File: config.mk
export PLATFORM = sky130hd
export DESIGN_NAME = seqflow_core
export DESIGN_NICKNAME = d
export VERILOG_FILES = /design/src/rtl/seqflow_pkg.sv /design/src/rtl/seqflow_cond.sv /design/src/rtl/seqflow_stack.sv /design/src/rtl/seqflow_loopctr.sv /design/src/rtl/seqflow_core.sv
export SDC_FILE = /design/constraint.sdc
export NUM_CORES = 1
export LEC_CHECK = 0
export ABC_CLOCK_PERIOD_IN_PS = 7500
export CORE_AREA = 2 2 141 143
export DETAILED_ROUTE_END_ITERATION = 12
export DIE_AREA = 0 0 143 145
export PLACE_DENSITY = 0.72
export SLEW_MARGIN = 30
export SYNTH_ARGS = -nofsm -noshare
export SYNTH_HDL_FRONTEND = slang
export SYNTH_HIERARCHICAL = 1
export SYNTH_SLANG_ARGS = --single-unit
File: constraint.sdc
create_clock -name clk_i -period 7.5 [get_ports clk_i]
set_clock_uncertainty 0.1 [all_clocks]
set_input_delay 1.5 -clock clk_i [delete_from_list [all_inputs] [get_ports clk_i]]
set_output_delay 1.5 -clock clk_i [all_outputs]
set_load 0.02 [all_outputs]
File: src/rtl/seqflow_pkg.sv
package seqflow_pkg;
  typedef enum logic [3:0] {
    OP_WAVE = 4'd0,
    OP_MARK = 4'd1,
    OP_GOTO = 4'd2,
    OP_CALL = 4'd3,
    OP_RET  = 4'd4,
    OP_LOOP = 4'd5,
    OP_SYNC = 4'd6,
    OP_HALT = 4'd7
  } op_e;

  typedef enum logic [1:0] {
    CM_ALWAYS = 2'd0,
    CM_EQ     = 2'd1,
    CM_MULTI  = 2'd2,
    CM_NEVER  = 2'd3
  } cmode_e;

  typedef enum logic [1:0] {
    ST_FETCH = 2'd0,
    ST_EXEC  = 2'd1,
    ST_HALT  = 2'd2
  } st_e;

  localparam int INSN_W   = 32;
  localparam int OP_LSB   = 28;
  localparam int MODE_LSB = 25;
  localparam int CMP_MSB  = 24;
  localparam int CNT_LSB  = 16;
endpackage

File: src/rtl/seqflow_cond.sv
module seqflow_cond
  import seqflow_pkg::*;
#(
  parameter int ADDR_W = 8,
  parameter int COND_W = 2
) (
  input  logic [1:0]        mode_i,
  input  logic [COND_W-1:0] cmp_i,
  input  logic [COND_W-1:0] cond_i,
  input  logic [ADDR_W-1:0] base_i,
  output logic              taken_o,
  output logic [ADDR_W-1:0] tgt_o
);
  always_comb begin
    case (mode_i)
      CM_ALWAYS: taken_o = 1'b1;
      CM_EQ:     taken_o = (cond_i == cmp_i);
      CM_MULTI:  taken_o = 1'b1;
      default:   taken_o = 1'b0;
    endcase
    tgt_o = (mode_i == CM_MULTI) ? base_i + ADDR_W'(cond_i) : base_i;
  end
endmodule

File: src/rtl/seqflow_stack.sv
module seqflow_stack #(
  parameter int DEPTH = 8,
  parameter int W     = 16
) (
  input  logic         clk_i,
  input  logic         rst_ni,
  input  logic         push_i,
  input  logic         pop_i,
  input  logic [W-1:0] push_data_i,
  output logic [W-1:0] top_o,
  output logic         full_o,
  output logic         empty_o
);
  localparam int SP_W  = $clog2(DEPTH + 1);
  localparam int IDX_W = $clog2(DEPTH);

  logic [W-1:0]     mem_q [DEPTH];
  logic [SP_W-1:0]  sp_q;
  logic [IDX_W-1:0] wr_idx, rd_idx;

  assign full_o  = (sp_q == SP_W'(DEPTH));
  assign empty_o = (sp_q == '0);
  assign wr_idx  = IDX_W'(sp_q);
  assign rd_idx  = IDX_W'(sp_q - SP_W'(1));
  assign top_o   = mem_q[rd_idx];

  always_ff @(posedge clk_i or negedge rst_ni) begin
    if (!rst_ni) begin
      sp_q <= '0;
      for (int i = 0; i < DEPTH; i++) mem_q[i] <= '0;
    end else if (push_i && !full_o) begin
      mem_q[wr_idx] <= push_data_i;
      sp_q          <= sp_q + SP_W'(1);
    end else if (pop_i && !empty_o) begin
      sp_q <= sp_q - SP_W'(1);
    end
  end
endmodule

File: src/rtl/seqflow_loopctr.sv
module seqflow_loopctr #(
  parameter int CNT_W = 7
) (
  input  logic             clk_i,
  input  logic             rst_ni,
  input  logic             exec_i,
  input  logic             ok_i,
  input  logic [CNT_W-1:0] imm_i,
  input  logic             clear_i,
  input  logic             restore_i,
  input  logic             rest_armed_i,
  input  logic [CNT_W-1:0] rest_cnt_i,
  output logic             jump_o,
  output logic             armed_o,
  output logic [CNT_W-1:0] cnt_o
);
  logic             armed_q, armed_d;
  logic [CNT_W-1:0] cnt_q, cnt_d;

  always_comb begin
    jump_o  = 1'b0;
    armed_d = armed_q;
    cnt_d   = cnt_q;
    if (clear_i) begin
      armed_d = 1'b0;
      cnt_d   = '0;
    end else if (restore_i) begin
      armed_d = rest_armed_i;
      cnt_d   = rest_cnt_i;
    end else if (exec_i) begin
      if (!ok_i) begin
        armed_d = 1'b0;
      end else if (!armed_q) begin
        if (imm_i != '0) begin
          jump_o  = 1'b1;
          armed_d = 1'b1;
          cnt_d   = imm_i - CNT_W'(1);
        end
      end else if (cnt_q != '0) begin
        jump_o = 1'b1;
        cnt_d  = cnt_q - CNT_W'(1);
      end else begin
        armed_d = 1'b0;
      end
    end
  end

  always_ff @(posedge clk_i or negedge rst_ni) begin
    if (!rst_ni) begin
      armed_q <= 1'b0;
      cnt_q   <= '0;
    end else begin
      armed_q <= armed_d;
      cnt_q   <= cnt_d;
    end
  end

  assign armed_o = armed_q;
  assign cnt_o   = cnt_q;
endmodule

File: src/rtl/seqflow_core.sv
module seqflow_core
  import seqflow_pkg::*;
#(
  parameter int ADDR_W = 8,
  parameter int COND_W = 2,
  parameter int CNT_W  = 7,
  parameter int DEPTH  = 8
) (
  input  logic              clk_i,
  input  logic              rst_ni,
  output logic              mem_rd_o,
  output logic [ADDR_W-1:0] mem_addr_o,
  input  logic [INSN_W-1:0] mem_rdata_i,
  input  logic [COND_W-1:0] cond_i,
  input  logic              idle_i,
  output logic              disp_valid_o,
  input  logic              disp_ready_i,
  output logic [INSN_W-1:0] disp_data_o,
  output logic              halted_o,
  output logic              error_o
);
  localparam int FRAME_W = ADDR_W + 1 + CNT_W;

  st_e               st_q, st_d;
  logic [ADDR_W-1:0] pc_q, pc_d, pc_inc;
  logic              err_q, err_d;

  logic [3:0]        op;
  logic [1:0]        mode;
  logic [COND_W-1:0] cmp;
  logic [CNT_W-1:0]  imm;
  logic [ADDR_W-1:0] base, tgt;
  logic              taken, exec;

  logic               push, pop, full, empty;
  logic [FRAME_W-1:0] push_frame, top_frame;
  logic               loop_exec, lp_jump, lp_armed;
  logic [CNT_W-1:0]   lp_cnt;
  logic               valid;

  assign op     = mem_rdata_i[INSN_W-1:OP_LSB];
  assign mode   = mem_rdata_i[MODE_LSB+1:MODE_LSB];
  assign cmp    = mem_rdata_i[CMP_MSB -: COND_W];
  assign imm    = mem_rdata_i[CNT_LSB +: CNT_W];
  assign base   = mem_rdata_i[ADDR_W-1:0];
  assign exec   = (st_q == ST_EXEC);
  assign pc_inc = pc_q + ADDR_W'(1);

  seqflow_cond #(.ADDR_W(ADDR_W), .COND_W(COND_W)) u_cond (
    .mode_i (mode),
    .cmp_i  (cmp),
    .cond_i (cond_i),
    .base_i (base),
    .taken_o(taken),
    .tgt_o  (tgt)
  );

  assign push_frame = {pc_inc, lp_armed, lp_cnt};

  seqflow_stack #(.DEPTH(DEPTH), .W(FRAME_W)) u_stack (
    .clk_i      (clk_i),
    .rst_ni     (rst_ni),
    .push_i     (push),
    .pop_i      (pop),
    .push_data_i(push_frame),
    .top_o      (top_frame),
    .full_o     (full),
    .empty_o    (empty)
  );

  seqflow_loopctr #(.CNT_W(CNT_W)) u_loop (
    .clk_i       (clk_i),
    .rst_ni      (rst_ni),
    .exec_i      (loop_exec),
    .ok_i        (taken),
    .imm_i       (imm),
    .clear_i     (push),
    .restore_i   (pop),
    .rest_armed_i(top_frame[CNT_W]),
    .rest_cnt_i  (top_frame[CNT_W-1:0]),
    .jump_o      (lp_jump),
    .armed_o     (lp_armed),
    .cnt_o       (lp_cnt)
  );

  always_comb begin
    st_d      = st_q;
    pc_d      = pc_q;
    err_d     = err_q;
    push      = 1'b0;
    pop       = 1'b0;
    valid     = 1'b0;
    loop_exec = 1'b0;
    case (st_q)
      ST_FETCH: st_d = ST_EXEC;
      ST_EXEC: begin
        case (op)
          OP_WAVE, OP_MARK: begin
            valid = 1'b1;
            if (disp_ready_i) begin
              pc_d = pc_inc;
              st_d = ST_FETCH;
            end
          end
          OP_GOTO: begin
            pc_d = taken ? tgt : pc_inc;
            st_d = ST_FETCH;
          end
          OP_CALL: begin
            if (taken && full) begin
              err_d = 1'b1;
              st_d  = ST_HALT;
            end else begin
              push = taken;
              pc_d = taken ? tgt : pc_inc;
              st_d = ST_FETCH;
            end
          end
          OP_RET: begin
            if (taken && empty) begin
              err_d = 1'b1;
              st_d  = ST_HALT;
            end else begin
              pop  = taken;
              pc_d = taken ? top_frame[FRAME_W-1 -: ADDR_W] : pc_inc;
              st_d = ST_FETCH;
            end
          end
          OP_LOOP: begin
            loop_exec = 1'b1;
            pc_d      = lp_jump ? tgt : pc_inc;
            st_d      = ST_FETCH;
          end
          OP_SYNC: begin
            if (idle_i) begin
              pc_d = pc_inc;
              st_d = ST_FETCH;
            end
          end
          default: st_d = ST_HALT;
        endcase
      end
      default: st_d = ST_HALT;
    endcase
  end

  always_ff @(posedge clk_i or negedge rst_ni) begin
    if (!rst_ni) begin
      st_q  <= ST_FETCH;
      pc_q  <= '0;
      err_q <= 1'b0;
    end else begin
      st_q  <= st_d;
      pc_q  <= pc_d;
      err_q <= err_d;
    end
  end

  assign mem_rd_o     = (st_q != ST_HALT);
  assign mem_addr_o   = pc_q;
  assign disp_valid_o = valid && exec;
  assign disp_data_o  = mem_rdata_i;
  assign halted_o     = (st_q == ST_HALT);
  assign error_o      = err_q;
endmodule

## After elaboration in Yosys (flattened, before gate mapping)

Index checks and enable logic that the tools add are counted.

- Add/sub/neg operators: 6
- Multiplexer cells: 54
- Order comparisons: 3
- Eq/ne operators: 22
- Bitwise operators: 2
- Reduce and logical (&&, ||, !) cells: 27

Operator list:

| kind | number |
|---|---|
| 128-bit bitwise mux | 1 |
| 8-bit two-way mux | 8 |
| 7-bit two-way mux | 7 |
| 16-bit binary-select mux with 3-bit select | 1 |
| 16-bit demux with 3-bit select | 1 |
| 16-bit two-way mux | 3 |
| 8-bit one-hot mux with 6 select lines | 1 |
| 1-bit two-way mux | 22 |
| 2-bit inequality test (second input constant) | 7 |
| 7-bit nonzero test | 2 |
| 7-bit by 1-bit subtractor with 7-bit output (second input constant) | 2 |
| 4-bit by 3-bit equality test with 1-bit output (second input constant) | 3 |
| 2-bit one-hot mux with 5 select lines | 1 |
| 8-bit by 1-bit adder with 8-bit output (second input constant) | 1 |
| 8-bit by 2-bit adder with 8-bit output | 1 |
| 4-bit by 2-bit equality test with 1-bit output (second input constant) | 2 |
| 4-bit greater-or-equal comparator (second input constant) | 2 |
| 4-bit zero test | 2 |
| 2-bit two-way mux | 4 |
| 4-bit two-way mux | 2 |
| 3-bit inverter with 4-bit output | 2 |
| 4-bit AND reduction | 2 |
| 1-bit logical AND | 6 |
| 3-bit inequality test (second input constant) | 2 |
| other kinds (20) | 29 |

- Register bits after elaboration: 151
- Bits of input ports: 38
- Word-level logic and storage cells: 128

## Logic depth before layout (Yosys ltp)

Gate-level depths: netlist of the first run.

- Word-level depth: 11
- Gate-level depth with buffers: 14

## Hierarchy

Netlist of the first run, hierarchy kept.

Modules (own cells, without submodules):

| module | instances | cells each | area each (µm²) | sequential area each (µm²) |
|---|---|---|---|---|
| seqflow_stack | 1 | 413 | 6297.3 | 3303.2 |
| seqflow_core | 1 | 183 | 1377.6 | 275.3 |
| seqflow_loopctr | 1 | 69 | 644.4 | 200.2 |
| seqflow_cond | 1 | 30 | 226.5 | 0.0 |

## Worst setup path after synthesis of the first run

OpenSTA, ideal clock, no wires.

- Path kind: input port to flip-flop
- Start: in mem_rdata_i[23]
- End: reg pc_q[4] (netlist: mem_addr_o[4])
- Stages: 11
- Buffers on the path: 1
- Path slack: 2.686 ns
- Data arrival time: 4.593 ns
- Data required time: 7.279 ns
- Path through: xor2_1 > o31ai_1 > buf_6 > inv_1 > nor4_1 > nor3_1 > nand2_1 > nor2_1 > or4_1 > o21a_1 > a22o_1

- Word-level cells in the longest chain between the ends: 10
- Elaborated cells between the ends (all ways): 23

Ends and longest elaborated chain:

| what | line | text |
|---|---|---|
| from (decl) | seqflow_core.sv:13 | `input logic [INSN_W-1:0] mem_rdata_i,` |
| 2-bit equality test * | seqflow_cond.sv:17 | `CM_EQ: taken_o = (cond_i == cmp_i);` |
| 1-bit one-hot mux with 2 select lines * | seqflow_cond.sv:15 | `case (mode_i)` |
| via taken | seqflow_core.sv:33 | `logic taken, exec;` |
| 1-bit logical AND | seqflow_core.sv:120 | `if (taken && empty) begin` |
| 1-bit two-way mux * | seqflow_core.sv:120 |  |
| 1-bit two-way mux * | seqflow_core.sv:97 | `case (op)` |
| 1-bit two-way mux * | seqflow_core.sv:94 | `case (st_q)` |
| via pop | seqflow_core.sv:35 | `logic push, pop, full, empty;` |
| 1-bit two-way mux * | seqflow_loopctr.sv:27 | `end else if (restore_i) begin` |
| 1-bit two-way mux * | seqflow_loopctr.sv:24 | `if (clear_i) begin` |
| via lp_jump | seqflow_core.sv:37 | `logic loop_exec, lp_jump, lp_armed;` |
| 8-bit two-way mux * | seqflow_core.sv:131 | `pc_d = lp_jump ? tgt : pc_inc;` |
| 8-bit one-hot mux with 6 select lines * | seqflow_core.sv:97 |  |
| to (signal assigned) | seqflow_core.sv:154 | `pc_q <= pc_d;` |
| to (decl) | seqflow_core.sv:25 | `logic [ADDR_W-1:0] pc_q, pc_d, pc_inc;` |

The timed path passes the listed nets; every way through them passes the cells marked *. The select of a mux whose other input is x is not followed.
A chain may end at the register's enable or synchronous reset.

## Final worst setup path of the first run

- Start: in mem_rdata_i[31]
- End: out disp_valid_o

- Word-level cells in the longest chain between the ends: 5
- Elaborated cells between the ends (all ways): 6

Ends and longest elaborated chain:

| what | line | text |
|---|---|---|
| 4-bit by 1-bit equality test with 1-bit output / 4-bit zero test (equally long branches) | seqflow_core.sv:97 |  |
| 2-bit OR reduction * | seqflow_core.sv:97 |  |
| 1-bit two-way mux * | seqflow_core.sv:97 |  |
| 1-bit two-way mux * | seqflow_core.sv:94 |  |
| 1-bit logical AND * | seqflow_core.sv:161 | `assign disp_valid_o = valid && exec;` |
| to (decl) | seqflow_core.sv:16 | `output logic disp_valid_o,` |

Every way passes the cells marked *; elsewhere a longest branch is shown, timed or not.

==> out/results.tsv, run 1 <==
stage	metric	value	unit
critical_path	r2r setup slk	3280	ps
cts	CTS sink count	151	
floorplanning	Die Y	145	um
layout	fillcell total	1661	
critical_path	FF-to-FF Start	u_stack/sp_q[0]	
floorplanning	Initial Utilization	44.5	%
layout	area added between synthesis and finish	14.1	%
floorplanning	I/O pin count	82	
sta	max_slew headroom	44.1	%
critical_path	Crit. Startpoint	mem_rdata_i[31]	
synth	post-synth cell types	76	
critical_path	reg2reg end	mem_addr_o[2]	
critical_path	Worst Setup Start Kind	input pin	
cts	worst-skew pair later-pin latency	420	ps
job	Max Cap Viol	0	
sta	actual slew at the worst max-slew pin	839	ps
sta	min Tclk post-route	5000	ps
critical_path	CP max FO	17	
sta	setup TNS	0	ps
synth	most frequent cell after synthesis	dfrtp_1	
synth	Syn Inst Count	695	
routing	Iter 0 DRT Violations	398	
critical_path	WP data required	5900	ps
cts	Clock Pin Slew Worst Setup and Hold Paths	60	ps
floorplanning	Die ar.	20700	um2
power	power per cell area	206	nW/um2
layout	Ant. Diodes	0	
placed_design	RePlAce Congestion	0.902	
routing	1st-pass router iterations	5	
cts	Hold-fix buffers, CTS	0	
sta	period utilization	66.7	%
routing	DRT Wirelength	18.8	mm
placed_design	count of port buffers added during placement	63	
critical_path	CP Data Arrival Time	3400	ps
floorplanning	Chip Width	143	um
layout	fin nets	763	
global_route	vias in the first global route	5566	
worst_hold_path	hold crit path type	flop to flop	
routing	wire per inst	18.9	um
global_route	largest net degree at the start of global routing	94	
power	Leakage	4.53	nW
floorplanning	# rows	51	
global_route	GRT overflow	0	
synth	predominant post-synthesis flop cell	dfrtp_1	
routing	Antenna Nets Post-Route	0	
synth	area leader, netlist	dfrtp_1	
critical_path	Crit Path Class	input pin to primary output	
cts	H-tree depth	4	
layout	post-route insts no fill	996	
sta	fin. max-slew vios	0	
cts	CTS root buffer	clkbuf_16	
synth	Syn Nets	740	
layout	post-route core utilization	50.8	%
routing	DRC viols	0	
sta	RSZ-0062 raised after global routing	no	
worst_hold_path	WHS Path Cells	1	
layout	ratio of cells with drive above 1 in the final layout	28.7	%
synth	synthesized flop and latch total	151	
synth	share of flip-flops with an asynchronous set or reset	100	%
routing	routed via count	5628	
power	VDD IR max	0.190	mV
critical_path	CP Capture Type	primary output	
run_status	status	finished, final reports clean	
cts	postcts setup bufs	0	
synth	Post-synth EDFFs	0	
placed_design	HPWL Detailed	11.9	mm
synth	synth warn	6	
synth	Syn Std Cell Area	8550	um2
sta	Final Hold Fails	0	
sta	achievable clock frequency	200	MHz
synth	largest cells by area after synthesis	dfrtp_1, mux2_2, mux4_2	
cts	Num CTS Buffers	17	
worst_hold_path	worst hold start	st_q[1]	
floorplanning	Placeable Area	19200	um2
global_route	initial antenna violation count	0	
worst_hold_path	worst hold endpoint	st_q[0]	
synth	synth cell count leaders	dfrtp_1, mux2_2, nand2_1, buf_4, mux4_2	
synth	Yosys top cell area share	44.2	%
global_route	All-Layer GR Usage	18.9	%
routing	via/cell ratio	5.65	
cts	post-CTS sizing	0	
global_route	first-pass GRT wire length	30.4	mm
synth	Mapped Avg Cell Area	12.3	um2
placed_design	Placed Cells incl. Taps	963	
cts	TritonCTS clock tree	yes	
cts	Clock Path Buffers	2	
sta	Final Setup Violations	0	
critical_path	FF-to-FF path depth	10	
synth	sequential area share after synthesis	44.2	%
[worst max path at each step]
stage	slack, ps	endpoint
after global placement	2100	u_stack/mem_q[67]
after detailed placement	2100	u_stack/mem_q[48]
after floorplan	2690	mem_addr_o[4]
after CTS	2500	u_stack/mem_q[59]
after global routing	2440	disp_valid_o
final	2500	disp_valid_o
[report_power, final]
part | internal (mW) | total [mW] | switching [mW]
registers | 0.819 | 0.835 | 0.0160
clock network | 0.581 | 0.926 | 0.345
logic | 0.0963 | 0.250 | 0.154
[sequential cells by signal, indices dropped and copies added, names as in the netlist]
name / count
u_stack/sp_q: 4
error_o: 1
u_loop/armed_o: 1
mem_addr_o: 8
u_loop/cnt_o: 7
u_stack/mem_q: 128
st_q: 2
[layer usage]
metal,track usage [%],wire (um),up-vias
met5,0,0,-
met4,6.09,306,0
met3,3.60,989,24
met2,28.8,8770,177
met1,27.4,8720,2869
li1,-,-,2558
[logic make-up after synthesis]
group                    count (synthesis)  synth area share (%)
AO/OA/AOI/OAI                           86                  7.10
XOR/XNOR                                20                  2.14
adder cells (fa/ha/maj)                  7                  1.11
buffers and inverters                   91                  7.01
flip-flops                             151                  44.2
multiplexers                           176                  27.6
AND/OR/NAND/NOR                        164                  10.8
[layout make-up]
cell class                 instances  area [um2]  share of cell area (%)
clock buffer                      20         457                    4.68
multi-input combinational        453        4200                    43.0
timing repair buffer              73         714                    7.33
inverter                          22        82.6                   0.847
clock inverter                    12         190                    1.95
sequential                       151        3780                    38.8
tap                              265         332                    3.40
[cell usage in the layout, fill, tap and decap left out, drive strengths merged, types with 5 or more instances in the layout]
master         synthesis  final
ha                     6      6
nor3                  14     14
nand2b                 9      9
nor3b                  6      6
a221o                  5      5
xor2                  11     11
nand3                  7      7
clkbuf                 8     20
a21oi                 23     23
mux2i                 13     13
xnor2                  9      9
clkdlybuf4s50          0     62
a211oi                 6      6
nor2                  19     19
nand4                  7      7
mux4                  32     32
inv                   21     25
nand2                 73     73
dfrtp                151    151
o21ai                 19     19
mux2                 131    131
nand3b                 5      5
buf                   61     11
[critical path, stage by stage]
cell,delay (ps)
clkdlybuf4s50_1,670
or2_1,420
nor3_1,160
clkdlybuf4s50_1,640
[metrics by stage]
step / hold slack, ps / setup WS [ps] / instance area, um2 / power (mW)
after global routing: 384 / 2440 / 9750 / 2.09
after floorplan: 335 / 2690 / 8550 / 1.02
after CTS: 369 / 2500 / 9730 / 2.03
after global placement: 356 / 2100 / 9070 / 1.10
final: 368 / 2500 / 9750 / 2.01
after detailed placement: 361 / 2100 / 9080 / 1.10
(Power assumes the default switching activity.)
==> run 2: changes to the inputs <==
ABC_CLOCK_PERIOD_IN_PS = 4780   (was 7500)
clock period = 4.78 ns   (was 7.5 ns; I/O delays follow)
==> run 2 against run 1 <==
Compared with the run above: first-iteration DRC count shrank 9.8%; largest power group unchanged; cell count up 1.0%; count of clock-buffer cells in the layout is 5 higher; worst setup slack worse by 1500 ps; die area unchanged; total power is 55% higher; via count increased by 1.4%; critical endpoint is now mem_addr_o[1]; sequential share of layout area fell by 0.17 points; highest routed layer unchanged; design area grew 0.45%; flip-flop and latch count is the same; sequential power increased by 57%.
==> out/results.tsv, run 2 (synthesized netlist as in run 1, its figures left out) <==
stage	metric	value	unit
cts	TritonCTS clock tree	yes	
routing	DRC viols	0	
critical_path	CP Capture Type	flop	
power	VDD IR max	0.266	mV
layout	most common cell after layout, fill and taps aside	dfrtp_1	
global_route	initial antenna violation count	0	
critical_path	slowest stage cell, crit path	or4bb_1	
sta	actual slew at the worst max-slew pin	922	ps
layout	most frequent cells in the layout	dfrtp_1, mux2_2, nand2_1, clkdlybuf4s50_1, mux4_2	
critical_path	WP buf/inv	1	
floorplanning	I/O pin count	82	
placed_design	worst slack, placed	618	ps
global_route	first-pass GRT wire length	31.7	mm
cts	Hold-fix buffers, CTS	0	
sta	Final Setup Violations	0	
job	Max Cap Viol	0	
global_route	largest net degree at the start of global routing	104	
sta	RSZ-0062 raised after global routing	no	
critical_path	Crit Path Class	input pin to flop	
critical_path	WP data required	4970	ps
power	Leakage	4.57	nW
placed_design	count of port buffers added during placement	63	
global_route	vias in the first global route	5783	
floorplanning	Placeable Area	19200	um2
global_route	All-Layer GR Usage	19.4	%
worst_hold_path	hold crit path type	flop to flop	
placed_design	HPWL Detailed	12.1	mm
cts	post-CTS sizing	0	
sta	achievable clock frequency	265	MHz
sta	min Tclk post-route	3770	ps
routing	Antenna Nets Post-Route	0	
floorplanning	Initial Utilization	44.5	%
layout	ratio of cells with drive above 1 in the final layout	29.3	%
routing	1st-pass router iterations	5	
routing	Met3 Wirelength	1.05	mm
routing	wire per inst	18.9	um
sta	max_slew headroom	38.1	%
floorplanning	Die ar.	20700	um2
routing	met2 WL	8.76	mm
run_status	status	finished, final reports clean	
power	power per cell area	318	nW/um2
critical_path	worst path cell trace	clkdlybuf4s50_1 -> or4bb_1 -> nor2_1 -> o311a_1 -> o21ai_2 -> nor3_1 -> mux2i_1 -> nand3b_1 -> a21o_1 -> a222oi_1 -> o21ai_0	
cts	Clock Pin Slew Worst Setup and Hold Paths	60	ps
critical_path	max incr delay on CP	590	ps
routing	Iter 0 DRT Violations	359	
critical_path	crit-path leading delay family	simple AND/OR/NAND/NOR gates	
sta	final worst slack	1010	ps
routing	M1 wire length	8.89	mm
critical_path	Worst Setup Start Kind	input pin	
cts	CTS root buffer	clkbuf_16	
cts	Num CTS Buffers	17	
routing	routed via count	5704	
worst_hold_path	worst hold start	st_q[1]	
cts	H-tree depth	4	
sta	setup TNS	0	ps
routing	DR top layer	met4	
cts	postcts setup bufs	0	
sta	Final Hold Fails	0	
placed_design	RePlAce Congestion	0.827	
sta	period utilization	78.9	%
critical_path	CP Data Arrival Time	3960	ps
critical_path	CP max FO	11	
layout	fin nets	773	
layout	Ant. Diodes	0	
critical_path	FF-to-FF Start	u_stack/sp_q[1]	
global_route	GRT overflow	0	
floorplanning	Chip Width	143	um
layout	area added between synthesis and finish	14.6	%
critical_path	Crit. Startpoint	mem_rdata_i[30]	
routing	via/cell ratio	5.67	
layout	max reg flops	128	
sta	fin. max-slew vios	0	
cts	CTS sink count	151	
cts	Clock Path Buffers	2	
floorplanning	# rows	51	
cts	worst-skew pair later-pin latency	420	ps
floorplanning	Die Y	145	um
routing	DRT Wirelength	19.0	mm
layout	Top reg by flops	u_stack/mem_q	
## run 2: path summary, 6_finish.rpt
kind                                      end  slack (ps)  cells after the start
setup / recovery                mem_addr_o[1]        1010                     11
hold / removal                        st_q[0]         370                      1
setup reg to reg           u_stack/mem_q[101]        1270                      9
hold reg to reg                       st_q[0]         370                      1
max in group asynchronous   u_stack/mem_q[57]        3170                      2
min in group asynchronous   u_stack/mem_q[32]         530                      1
## run 2: final cells by class
cell class / count / area (um2)
fill: 1628 / 9410
multi-input combinational: 453 / 4180
sequential: 151 / 3780
timing repair buffer: 83 / 797
clock buffer: 25 / 505
tap: 265 / 332
clock inverter: 7 / 115
inverter: 22 / 82.6
## run 2: stage by stage
stage / power [mW] / util, % / hold WS, ps / instance area (um2) / cells
6_report: 3.11 / 51.0 / 373 / 9800 / 1006
5_1_grt: 3.22 / 51.0 / 401 / 9800 / 1006
4_1_cts: 3.13 / 51.0 / 379 / 9790 / 1006
3_5_place_dp: 1.73 / 47.8 / 359 / 9170 / 974
3_3_place_gp: 1.73 / 47.8 / 355 / 9170 / 974
2_1_floorplan: 1.61 / - / 335 / 8550 / 695
## run 2: where the power goes
group          switching [mW]  internal (mW)  total, mW
sequential             0.0237           1.29       1.31
clock                   0.510          0.890       1.40
combinational           0.246          0.158      0.403
total                   0.779           2.33       3.11
## run 2: routing by layer
layer  track usage [%]  up-vias
met5                 0        -
met2              30.0      201
met4              5.45        0
met1              27.8     2902
met3              3.86       25
li1                  -     2576
